<file path="config.mk">
export PLATFORM = sky130hd
export DESIGN_NAME = regpair_pkt_decoder
export DESIGN_NICKNAME = d
export VERILOG_FILES = /design/src/rtl/rpd_pkg.sv /design/src/rtl/rpd_hdr_decode.sv /design/src/rtl/rpd_wr_slot.sv /design/src/rtl/rpd_err_sticky.sv /design/src/rtl/regpair_pkt_decoder.sv
export SDC_FILE = /design/constraint.sdc
export NUM_CORES = 1
export LEC_CHECK = 0
export ABC_CLOCK_PERIOD_IN_PS = 6050
export BUFFER_PORTS_ARGS = -buffer_cell sky130_fd_sc_hd__buf_2
export CAP_MARGIN = 30
export CORE_MARGIN = 4
export CORE_UTILIZATION = 45
export CTS_BUF_LIST = sky130_fd_sc_hd__clkbuf_2
export CTS_CLUSTER_DIAMETER = 50
export DETAILED_ROUTE_END_ITERATION = 6
export PLACE_DENSITY_LB_ADDON = 0.15
export SLEW_MARGIN = 20
export SYNTH_ARGS = -nofsm -noshare
export SYNTH_HDL_FRONTEND = slang
export SYNTH_SLANG_ARGS = --single-unit
</file>
<file path="constraint.sdc">
create_clock -name clk -period 6.05 [get_ports clk]
set_input_delay 0 -clock clk [delete_from_list [all_inputs] [get_ports clk]]
set_output_delay 0 -clock clk [all_outputs]
set_load 0.05 [all_outputs]
</file>
<file path="src/rtl/rpd_pkg.sv">
package rpd_pkg;

    localparam int DW       = 32;
    localparam int OFFW     = 16;
    localparam int CNTW     = 14;
    localparam int BLW      = CNTW + 1;
    localparam int CAUSEW   = 3;
    localparam int PACKED_N_LIMIT = 14;

    localparam logic [7:0] OP_NOP           = 8'h10;
    localparam logic [7:0] OP_CTX_PAIRS     = 8'hB8;
    localparam logic [7:0] OP_CTX_PACKED    = 8'hB9;
    localparam logic [7:0] OP_SH_PAIRS      = 8'hBA;
    localparam logic [7:0] OP_SH_PACKED     = 8'hBB;
    localparam logic [7:0] OP_SH_PACKED_LIM = 8'hBD;
    localparam logic [7:0] OP_UC_PAIRS      = 8'hBE;

    typedef enum logic [1:0] {
        SPC_CTX  = 2'd0,
        SPC_SH   = 2'd1,
        SPC_UCFG = 2'd2
    } spc_e;

    typedef enum logic [CAUSEW-1:0] {
        CAUSE_NONE   = 3'd0,
        CAUSE_ODD    = 3'd1,
        CAUSE_OVER   = 3'd2,
        CAUSE_DUP    = 3'd3,
        CAUSE_NOFILT = 3'd4,
        CAUSE_LEN    = 3'd5,
        CAUSE_TYPE   = 3'd6
    } cause_e;

    typedef enum logic [2:0] {
        HK_PAD,
        HK_BADTYPE,
        HK_HDRONLY,
        HK_SKIP,
        HK_PACKED,
        HK_UNPACKED
    } hkind_e;

    typedef struct packed {
        hkind_e           kind;
        spc_e             spc;
        logic             limited;
        logic             filt;
        logic [BLW-1:0]   blen;
    } hdr_t;

    typedef struct packed {
        logic [OFFW-1:0]  off;
        logic [DW-1:0]    val;
        spc_e             spc;
    } wr_t;

    function automatic spc_e op_space(input logic [7:0] op);
        if (op == OP_CTX_PAIRS || op == OP_CTX_PACKED) return SPC_CTX;
        if (op == OP_UC_PAIRS) return SPC_UCFG;
        return SPC_SH;
    endfunction

    function automatic logic op_is_packed(input logic [7:0] op);
        return (op == OP_CTX_PACKED) || (op == OP_SH_PACKED) || (op == OP_SH_PACKED_LIM);
    endfunction

    function automatic logic op_is_plain(input logic [7:0] op);
        return (op == OP_CTX_PAIRS) || (op == OP_SH_PAIRS) || (op == OP_UC_PAIRS);
    endfunction

endpackage

</file>
<file path="src/rtl/rpd_hdr_decode.sv">
module rpd_hdr_decode
    import rpd_pkg::*;
(
    input  logic [DW-1:0] dw,
    output hdr_t          hdr
);
    logic [1:0]      ptype;
    logic [CNTW-1:0] cnt;
    logic [7:0]      op;
    logic            hdr_flags_unused;

    assign ptype = dw[31:30];
    assign cnt   = dw[29:16];
    assign op    = dw[15:8];
    assign hdr_flags_unused = ^dw[1:0];

    always_comb begin
        hdr         = '0;
        hdr.blen    = {1'b0, cnt} + BLW'(1);
        hdr.filt    = dw[2];
        hdr.spc     = op_space(op);
        hdr.limited = (op == OP_SH_PACKED_LIM);
        unique case (ptype)
            2'b10: hdr.kind = (dw[29:0] == '0) ? HK_PAD : HK_BADTYPE;
            2'b11: begin
                if (op == OP_NOP && cnt == '1)
                    hdr.kind = HK_HDRONLY;
                else if (op_is_packed(op))
                    hdr.kind = HK_PACKED;
                else if (op_is_plain(op))
                    hdr.kind = HK_UNPACKED;
                else
                    hdr.kind = HK_SKIP;
            end
            default: hdr.kind = HK_BADTYPE;
        endcase
    end
endmodule

</file>
<file path="src/rtl/rpd_wr_slot.sv">
module rpd_wr_slot
    import rpd_pkg::*;
(
    input  logic clk,
    input  logic rst,
    input  logic load,
    input  wr_t  din,
    input  logic ready,
    output logic valid,
    output wr_t  dout
);
    always_ff @(posedge clk) begin
        if (rst) begin
            valid <= 1'b0;
            dout  <= '0;
        end else if (load) begin
            valid <= 1'b1;
            dout  <= din;
        end else if (ready) begin
            valid <= 1'b0;
        end
    end
endmodule

</file>
<file path="src/rtl/rpd_err_sticky.sv">
module rpd_err_sticky
    import rpd_pkg::*;
(
    input  logic              clk,
    input  logic              rst,
    input  logic              clr,
    input  logic              set,
    input  cause_e            code,
    output logic              flag,
    output logic [CAUSEW-1:0] cause
);
    always_ff @(posedge clk) begin
        if (rst) begin
            flag  <= 1'b0;
            cause <= '0;
        end else if (clr) begin
            flag  <= set;
            cause <= set ? code : CAUSE_NONE;
        end else if (set && !flag) begin
            flag  <= 1'b1;
            cause <= code;
        end
    end
endmodule

</file>
<file path="src/rtl/regpair_pkt_decoder.sv">
module regpair_pkt_decoder
    import rpd_pkg::*;
#(
    parameter int LIMIT_N = PACKED_N_LIMIT
) (
    input  logic              clk,
    input  logic              rst,
    input  logic              in_valid,
    output logic              in_ready,
    input  logic [DW-1:0]     in_data,
    output logic              wr_valid,
    input  logic              wr_ready,
    output logic [OFFW-1:0]   wr_offset,
    output logic [DW-1:0]     wr_value,
    output logic [1:0]        wr_space,
    input  logic              err_clear,
    output logic              err_flag,
    output logic [CAUSEW-1:0] err_cause
);
    typedef enum logic [2:0] {
        ST_HDR, ST_SKIP, ST_PCNT, ST_POFF, ST_PV0, ST_PV1, ST_UOFF, ST_UVAL
    } st_e;

    st_e             st_q, st_d;
    logic [BLW-1:0]  rem_q, rem_d;
    spc_e            spc_q, spc_d;
    logic            lim_q, lim_d;
    logic [OFFW-1:0] off0_q, off0_d, off1_q, off1_d, prev_q, prev_d;
    logic            pv_q, pv_d;

    hdr_t   hdr;
    logic   acc;
    logic   err_set;
    cause_e err_code;
    logic   ld;
    wr_t    ld_wr;
    wr_t    slot_q;

    logic [33:0]     need_len;
    logic            last;
    logic [OFFW-1:0] lo_off, hi_off;

    rpd_hdr_decode u_hdr (
        .dw  (in_data),
        .hdr (hdr)
    );

    assign in_ready = !wr_valid || wr_ready;
    assign acc      = in_valid && in_ready;
    assign need_len = 34'd1 + 34'd3 * {3'b000, in_data[31:1]};
    assign last     = (rem_q == BLW'(1));
    assign lo_off   = in_data[OFFW-1:0];
    assign hi_off   = in_data[DW-1:OFFW];

    always_comb begin
        st_d     = st_q;
        rem_d    = rem_q;
        spc_d    = spc_q;
        lim_d    = lim_q;
        off0_d   = off0_q;
        off1_d   = off1_q;
        prev_d   = prev_q;
        pv_d     = pv_q;
        err_set  = 1'b0;
        err_code = CAUSE_NONE;
        ld       = 1'b0;
        ld_wr    = '{off: off0_q, val: in_data, spc: spc_q};
        if (acc) begin
            if (st_q != ST_HDR) rem_d = rem_q - BLW'(1);
            unique case (st_q)
                ST_HDR: begin
                    rem_d = hdr.blen;
                    spc_d = hdr.spc;
                    lim_d = hdr.limited;
                    pv_d  = 1'b0;
                    unique case (hdr.kind)
                        HK_PAD, HK_HDRONLY: st_d = ST_HDR;
                        HK_BADTYPE: begin
                            err_set  = 1'b1;
                            err_code = CAUSE_TYPE;
                        end
                        HK_SKIP: st_d = ST_SKIP;
                        HK_PACKED: begin
                            if (!hdr.filt) begin
                                err_set  = 1'b1;
                                err_code = CAUSE_NOFILT;
                                st_d     = ST_SKIP;
                            end else begin
                                st_d = ST_PCNT;
                            end
                        end
                        default: begin
                            if (!hdr.filt) begin
                                err_set  = 1'b1;
                                err_code = CAUSE_NOFILT;
                                st_d     = ST_SKIP;
                            end else if (hdr.blen[0]) begin
                                err_set  = 1'b1;
                                err_code = CAUSE_LEN;
                                st_d     = ST_SKIP;
                            end else begin
                                st_d = ST_UOFF;
                            end
                        end
                    endcase
                end
                ST_SKIP: st_d = ST_SKIP;
                ST_PCNT: begin
                    st_d = ST_POFF;
                    if (in_data[0]) begin
                        err_set  = 1'b1;
                        err_code = CAUSE_ODD;
                    end else if (lim_q && in_data > DW'(LIMIT_N)) begin
                        err_set  = 1'b1;
                        err_code = CAUSE_OVER;
                    end else if (need_len != {19'd0, rem_q}) begin
                        err_set  = 1'b1;
                        err_code = CAUSE_LEN;
                    end
                    if (err_set) st_d = ST_SKIP;
                end
                ST_POFF: begin
                    off0_d = lo_off;
                    off1_d = hi_off;
                    prev_d = hi_off;
                    pv_d   = 1'b1;
                    if ((pv_q && lo_off == prev_q) || lo_off == hi_off) begin
                        err_set  = 1'b1;
                        err_code = CAUSE_DUP;
                        st_d     = ST_SKIP;
                    end else begin
                        st_d = ST_PV0;
                    end
                end
                ST_PV0: begin
                    ld   = 1'b1;
                    st_d = ST_PV1;
                end
                ST_PV1: begin
                    ld    = 1'b1;
                    ld_wr = '{off: off1_q, val: in_data, spc: spc_q};
                    st_d  = ST_POFF;
                end
                ST_UOFF: begin
                    off0_d = lo_off;
                    prev_d = lo_off;
                    pv_d   = 1'b1;
                    if (pv_q && lo_off == prev_q) begin
                        err_set  = 1'b1;
                        err_code = CAUSE_DUP;
                        st_d     = ST_SKIP;
                    end else begin
                        st_d = ST_UVAL;
                    end
                end
                default: begin
                    ld   = 1'b1;
                    st_d = ST_UOFF;
                end
            endcase
            if (st_q != ST_HDR && last) st_d = ST_HDR;
        end
    end

    always_ff @(posedge clk) begin
        if (rst) begin
            st_q   <= ST_HDR;
            rem_q  <= '0;
            spc_q  <= SPC_CTX;
            lim_q  <= 1'b0;
            off0_q <= '0;
            off1_q <= '0;
            prev_q <= '0;
            pv_q   <= 1'b0;
        end else begin
            st_q   <= st_d;
            rem_q  <= rem_d;
            spc_q  <= spc_d;
            lim_q  <= lim_d;
            off0_q <= off0_d;
            off1_q <= off1_d;
            prev_q <= prev_d;
            pv_q   <= pv_d;
        end
    end

    rpd_wr_slot u_slot (
        .clk   (clk),
        .rst   (rst),
        .load  (ld),
        .din   (ld_wr),
        .ready (wr_ready),
        .valid (wr_valid),
        .dout  (slot_q)
    );

    assign wr_offset = slot_q.off;
    assign wr_value  = slot_q.val;
    assign wr_space  = slot_q.spc;

    rpd_err_sticky u_err (
        .clk   (clk),
        .rst   (rst),
        .clr   (err_clear),
        .set   (err_set),
        .code  (err_code),
        .flag  (err_flag),
        .cause (err_cause)
    );
endmodule

</file>
==> impl_metrics.env, run 1 <==
export IMPL_status="finished, final reports clean"
export IMPL_p_leak_nw=3.959
export IMPL_fin_skew_ns=0.04848
export IMPL_die_h_um=149.7
export IMPL_start_kind="input port"
export IMPL_power_internal_mw=1.272
export IMPL_cts_root_buffer="clkbuf_2"
export IMPL_critPathKind="in -> reg"
export IMPL_worst_r2r_cell_count=11
export IMPL_dp_cells=1507
export IMPL_path_clk_slew_ns=0.20
export IMPL_fmax_mhz=212.6
export IMPL_fin_crit_ns=4.704
export IMPL_port_buffers=92
export IMPL_num_vias=9523
export IMPL_layout_common_cells="235 x nand2_1, 144 x a21oi_1, 125 x dfxtp_1"
export IMPL_async_flop_share=0
export IMPL_syn_to_final_growth_pct=12.91
export IMPL_required_ns=6.63
export IMPL_grt_pass1_wl_um=49580
export IMPL_hpwl_um=23800
export IMPL_wl_um=32260
export IMPL_cts_tree="built"
export IMPL_grt_start_max_net_pins=64
export IMPL_io_pin_count=93
export IMPL_pwr_share_clk=0.280
export IMPL_antenna_found_initial=3
export IMPL_instances_no_fill=1582
export IMPL_rsz0062_at_grt="false"
export IMPL_yosysSeqAreaShare=0.2770
export IMPL_synth_edff_count=0
export IMPL_cts_buffers=17
export IMPL_crit_arrival_ns=5.29
export IMPL_tns_ns=0
export IMPL_mostFrequentLayoutCell="nand2_1"
export IMPL_endpoint_kind="register"
export IMPL_syn_num_nets=1342
export IMPL_multi_input_area_um2=5963
export IMPL_seq_area_um2=2502
export IMPL_cts_htree_levels=4
export IMPL_slew_headroom=0.3943
export IMPL_drcViolationCount=0
export IMPL_ys_types=82
export IMPL_grt_use_total=0.2821
export IMPL_design_core_area_um2=19590
export IMPL_fill_cells=1984
export IMPL_ant_nets=0
export IMPL_avgSynthCellArea_um2=7.274
export IMPL_p_switching_mw=0.7318
export IMPL_cap_violations=0
export IMPL_drive_gt1_frac=0.1239
export IMPL_die_w_um=149.7
export IMPL_grt_pass1_vias=8526
export IMPL_ys_ff_latch=125
export IMPL_nNetsFinal=1404
export IMPL_ctsResizeCount=0
export IMPL_gr_total_overflow=0
export IMPL_vdd_drop_max_mv=0.1467
export IMPL_rows=51
export IMPL_clkSinkCount=125
export IMPL_syn_area_um2=9035
export IMPL_die_area_um2=22410
export IMPL_ys_flop_type="dfxtp_1"
export IMPL_whs_path_depth=4
export IMPL_powerDensity_nw_per_um2=196.4
export IMPL_wl_per_cell_um=20.39
export IMPL_switching_share=0.3653
export IMPL_yosysWarningCount=0
export IMPL_combPwrFrac=0.289
export IMPL_dr_first_iter_drc_count=919
export IMPL_syn_inst=1242
export IMPL_cts_buffer_depth=2
export IMPL_hold_path_class="in -> reg"
export IMPL_tightest_slew_ns=0.9064
export IMPL_p_seq_frac=0.431
export IMPL_routed_via_density=6.020
export IMPL_setup_viol=0
export IMPL_gp_congestion=0.9650
export IMPL_clock_latency_ns=0.68
export IMPL_firstDrtPassIters=7
export IMPL_cp_max_fo=13
export IMPL_timing_hold_violations_final=0
export IMPL_start_util=0.4612
export IMPL_slew_violations=0
export IMPL_timing_final_crit_share=0.7774
## critical path, stage by stage
cell and delay [ns]:
dlygate4sd3_1 0.53, buf_2 0.32, inv_1 0.14, ha_1 0.50, a21oi_1 0.24, o21a_1 0.26, nand4b_4 0.12, nor3b_4 0.27
nor3_1 0.08, or4_1 0.52, or4b_1 0.69, or4_4 0.60, a21oi_4 0.24, a211o_2 0.14, a21oi_1 0.05, dlygate4sd3_1 0.58
## state kept, by name, summed over array words and instances (netlist names)
register / count
u_err.flag: 1
lim_q: 1
u_err.cause: 3
prev_q: 16
spc_q: 2
pv_q: 1
st_q: 3
rem_q: 15
off0_q: 16
u_slot.valid: 1
u_slot.dout: 50
off1_q: 16
## power by group through the flow
stage	registers, mW	clock network [mW]	logic [mW]
after floorplan	0.881	0	0.381
after global placement	0.879	0	0.543
after detailed placement	0.879	0	0.540
after CTS	0.863	0.571	0.561
after global routing	0.867	0.604	0.624
final	0.863	0.562	0.578
## Yosys cell counts, types with 10 or more instances
| cell | n | area [um2] |
|---|---|---|
| a21oi_1 | 144 | 720.7 |
| a311oi_1 | 17 | 148.9 |
| clkbuf_1 | 91 | 341.6 |
| dfxtp_1 | 125 | 2502 |
| ha_1 | 62 | 775.7 |
| inv_1 | 47 | 176.4 |
| nand2_1 | 235 | 882.1 |
| nand2b_1 | 10 | 62.56 |
| nand3_1 | 40 | 200.2 |
| nand4_1 | 23 | 143.9 |
| nor2_1 | 80 | 300.3 |
| nor3_1 | 30 | 150.1 |
| nor4_1 | 13 | 81.33 |
| o211ai_1 | 12 | 90.09 |
| o21a_1 | 16 | 120.1 |
| o21ai_0 | 47 | 235.2 |
| o221ai_1 | 19 | 166.4 |
| xnor2_1 | 30 | 262.8 |
| xor2_1 | 31 | 271.5 |
## final timing paths
| check | startpoint | endpoint | slack [ns] |
|---|---|---|---|
| hold reg to reg | u_slot.dout[49]$_SDFFE_PP0P_ | u_slot.dout[49]$_SDFFE_PP0P_ | 0.46 |
| hold / removal | wr_ready | u_slot.valid$_SDFFE_PP0P_ | 0.20 |
| setup / recovery | in_data[16] | u_err.cause[2]$_SDFFE_PP0P_ | 1.35 |
| setup reg to reg | rem_q[7]$_SDFFE_PP0P_ | u_err.cause[2]$_SDFFE_PP0P_ | 1.70 |
## per-stage QoR
stage                     power (mW)  instance area [um2]  hold slack, ns  setup WS [ns]  utilization
after floorplan                1.262                 9035          0.1360          2.355            -
after global placement         1.422                 9482          0.3227          1.859       0.4840
final                          2.003                10200          0.2043          1.347       0.5207
after detailed placement       1.419                 9509          0.3429          1.823       0.4854
after global routing           2.095                10200          0.1808          1.252       0.5207
after CTS                      1.995                10150          0.1631          1.490       0.5182
## cells by family after synthesis
logic type / synth area share
AOI/OAI and AO/OA: 0.2466
xor gates and xnor gates: 0.06093
adders and majority gates: 0.08808
buffers and inverters: 0.06481
DFF: 0.2770
muxes: 0.007894
and+or+nand+nor: 0.2547
## layout make-up
class,count,share of cell area
antenna,1,0.0002453
clock buffer,19,0.009322
clock inverter,12,0.01447
inverter,47,0.01729
multi-input combinational,970,0.5846
sequential,125,0.2453
tap,265,0.03250
timing repair buffer,143,0.09628
## layer usage
layer  global-route usage  share of wire  up-vias
met2               0.4296           0.44      405
met4              0.08097          0.024        4
li1                     -              -     4520
met3              0.05482          0.084       58
met1               0.4056           0.46     4536
met5                    0         0.0011        -
## repair_timing
item | CTS | global route
hold buffers | 40 | 0
endpoints found under the hold margin | 107 | 0
buffers inserted | 0 | 0
Note: power is estimated with default switching activity, not from simulation.
==> run 2: changes to the inputs <==
ABC_CLOCK_PERIOD_IN_PS = 4450   (was 6050)
clock period = 4.45 ns   (was 6.05 ns; I/O delays follow)
==> run 2 against run 1 <==
Compared with the run above: global-route usage is 1.1 points higher; die area stayed put; combinational power is 41% higher; clock skew is 0.030 ns lower; critical path depth stayed put; routed wire length is 3.5% higher; via count is 0.90% higher; power is 35% higher; cell count is 1.6% higher; register-to-register slack worse by 1.5 ns; count of clock-buffer cells in the layout is 2 higher.
==> impl_metrics.env, run 2 (same netlist as run 1, synthesis figures left out) <==
export IMPL_status="finished, final reports clean"
export IMPL_drcViolationCount=0
export IMPL_fin_skew_ns=0.01806
export IMPL_crit_arrival_ns=4.94
export IMPL_rsz0062_at_grt="false"
export IMPL_fill_cells=1988
export IMPL_drive_gt1_frac=0.1417
export IMPL_firstDrtPassIters=6
export IMPL_hold_path_class="in -> reg"
export IMPL_num_vias=9609
export IMPL_p_switching_mw=1.004
export IMPL_hpwl_um=23810
export IMPL_cts_htree_levels=4
export IMPL_rows=51
export IMPL_path_clk_slew_ns=0.19
export IMPL_layout_common_cells="235 x nand2_1, 142 x a21oi_1, 123 x dfxtp_1"
export IMPL_crit_chain="buf_2 -> dlygate4sd3_1 -> buf_4 -> ha_1 -> a21oi_1 -> o21a_1 -> o22ai_1 -> nor2_1 -> nand4_1 -> or4_1 -> or4b_1 -> or4_4 -> a21oi_4 -> a211o_2 -> a21oi_1 -> dlygate4sd3_1"
export IMPL_mostFrequentLayoutCell="nand2_1"
export IMPL_pwr_share_clk=0.264
export IMPL_fmax_mhz=229.4
export IMPL_largest_reg_flops=50
export IMPL_cts_buffer_depth=2
export IMPL_multi_input_area_um2=5989
export IMPL_routed_via_density=5.976
export IMPL_io_pin_count=93
export IMPL_worst_r2r_cell_count=11
export IMPL_grt_pass1_vias=8717
export IMPL_cp_buffers_inverters=4
export IMPL_gp_congestion=0.9802
export IMPL_slew_headroom=0.3735
export IMPL_die_h_um=149.7
export IMPL_cts_buffers=17
export IMPL_worstSetupEndpoint="u_err.cause[2]$_SDFFE_PP0P_"
export IMPL_timing_hold_violations_final=0
export IMPL_slew_violations=0
export IMPL_antenna_found_initial=7
export IMPL_clock_latency_ns=0.67
export IMPL_r2r_start="rem_q[7]$_SDFFE_PP0P_"
export IMPL_design_core_area_um2=19590
export IMPL_tns_ns=0
export IMPL_p_leak_nw=4.051
export IMPL_critPathTopFamily="simple AND/OR/NAND/NOR gates"
export IMPL_cts_tree="built"
export IMPL_crit_start="in_data[16]"
export IMPL_grt_pass1_wl_um=50780
export IMPL_required_ns=5.04
export IMPL_regToRegSetupSlack_ns=0.20
export IMPL_nNetsFinal=1428
export IMPL_fin_crit_ns=4.358
export IMPL_switching_share=0.3715
export IMPL_vdd_drop_max_mv=0.2059
export IMPL_tightest_slew_ns=0.9368
export IMPL_syn_to_final_growth_pct=14.92
export IMPL_critPathKind="in -> reg"
export IMPL_powerDensity_nw_per_um2=260.3
export IMPL_die_area_um2=22410
export IMPL_endpoint_kind="register"
export IMPL_max_stage_delay_ns=0.62
export IMPL_start_kind="input port"
export IMPL_wl_um=33390
export IMPL_cp_num_cells=16
export IMPL_dp_cells=1528
export IMPL_instances_no_fill=1608
export IMPL_cp_max_fo=8
export IMPL_cts_root_buffer="clkbuf_2"
export IMPL_combPwrFrac=0.301
export IMPL_start_util=0.4612
export IMPL_setup_viol=0
export IMPL_clkSinkCount=125
export IMPL_cap_violations=0
export IMPL_port_buffers=92
export IMPL_power_internal_mw=1.698
export IMPL_wl_per_cell_um=20.77
export IMPL_die_w_um=149.7
export IMPL_r2r_end="u_err.cause[2]$_SDFFE_PP0P_"
export IMPL_seq_area_um2=2505
export IMPL_slowest_stage="or4_4"
export IMPL_ant_nets=0
export IMPL_timing_final_crit_share=0.9794
export IMPL_grt_use_total=0.2929
export IMPL_grt_start_max_net_pins=73
export IMPL_dr_first_iter_drc_count=833
export IMPL_gr_total_overflow=0
export IMPL_top_register="u_slot.dout"
export IMPL_p_seq_frac=0.435
==> run 2: cell types whose count changed in the layout (fill, tap and decap cells not counted), moves of 3 or more <==
cell           change
clkinv_2           -5
clkinv_1           +3
buf_4             +23
dlygate4sd3_1      +4
==> run 2: stage by stage <==
step	utilization	power [mW]	hold slack [ns]	instance area, um2	setup WS (ns)
after floorplan	-	1.716	0.1360	9035	0.7552
after global placement	0.4928	1.953	0.3375	9654	0.1900
after detailed placement	0.4928	1.947	0.3507	9654	0.1312
after CTS	0.5267	2.689	0.005988	10320	0.005458
after global routing	0.5299	2.835	0.05697	10380	0.006938
final	0.5300	2.702	0.05653	10380	0.09168
==> run 2: worst min path at each step <==
stage               slack [ns]                      endpoint   startpoint  depth (start not counted)
floorplan                 0.14       off1_q[10]$_SDFFE_PP0P_  in_data[26]                          2
global placement          0.34  u_slot.dout[18]$_SDFFE_PP0P_  in_data[16]                          3
detailed placement        0.35  u_slot.dout[18]$_SDFFE_PP0P_  in_data[16]                          3
CTS                      0.006         rem_q[2]$_SDFFE_PP0P_  in_data[18]                          5
global route              0.06        rem_q[10]$_SDFFE_PP0P_  in_data[26]                          6
finish                    0.06        rem_q[10]$_SDFFE_PP0P_  in_data[26]                          6
==> run 2: cell type report <==
cell class,instances,share of cell area
Multi-Input combinational cell,970,0.5769
Sequential cell,125,0.2413
Timing Repair Buffer,167,0.1109
Tap cell,265,0.03194
Inverter,47,0.01699
Clock inverter,11,0.01145
Clock buffer,21,0.01012
Antenna cell,2,0.0004820
==> run 2: power groups by stage <==
stage | Combinational (mW) | Clock (mW) | Sequential, mW
2_1_floorplan | 0.517 | 0 | 1.20
3_3_place_gp | 0.756 | 0 | 1.20
3_5_place_dp | 0.751 | 0 | 1.20
4_1_cts | 0.785 | 0.730 | 1.17
5_1_grt | 0.882 | 0.773 | 1.18
6_report | 0.813 | 0.713 | 1.18
==> run 2: worst reg2reg max path: stages, from the launching register on <==
cell and delay (ns):
dfxtp_1 0.49, xor2_1 0.35, o221ai_1 0.17, and4bb_2 0.31
nand4_1 0.10, or4_1 0.52, or4b_1 0.59, or4_4 0.62
a21oi_4 0.26, a211o_2 0.14, a21oi_1 0.06, dlygate4sd3_1 0.57
==> run 2: timing repair <==
item                                   4_1_cts  5_1_grt
hold buffers                                44        0
setup endpoints to repair                    0        1
endpoints found under the hold margin      111        0
buffers inserted                             0        1
resized for setup                            0       10
==> run 2: metal layers <==
metal  share of wire  GRT usage  routed length [um]
met1            0.44     0.4053               14780
met2            0.43     0.4419               14430
met3           0.093    0.08147                3099
met4           0.030    0.09469                1018
met5          0.0021          0                  69
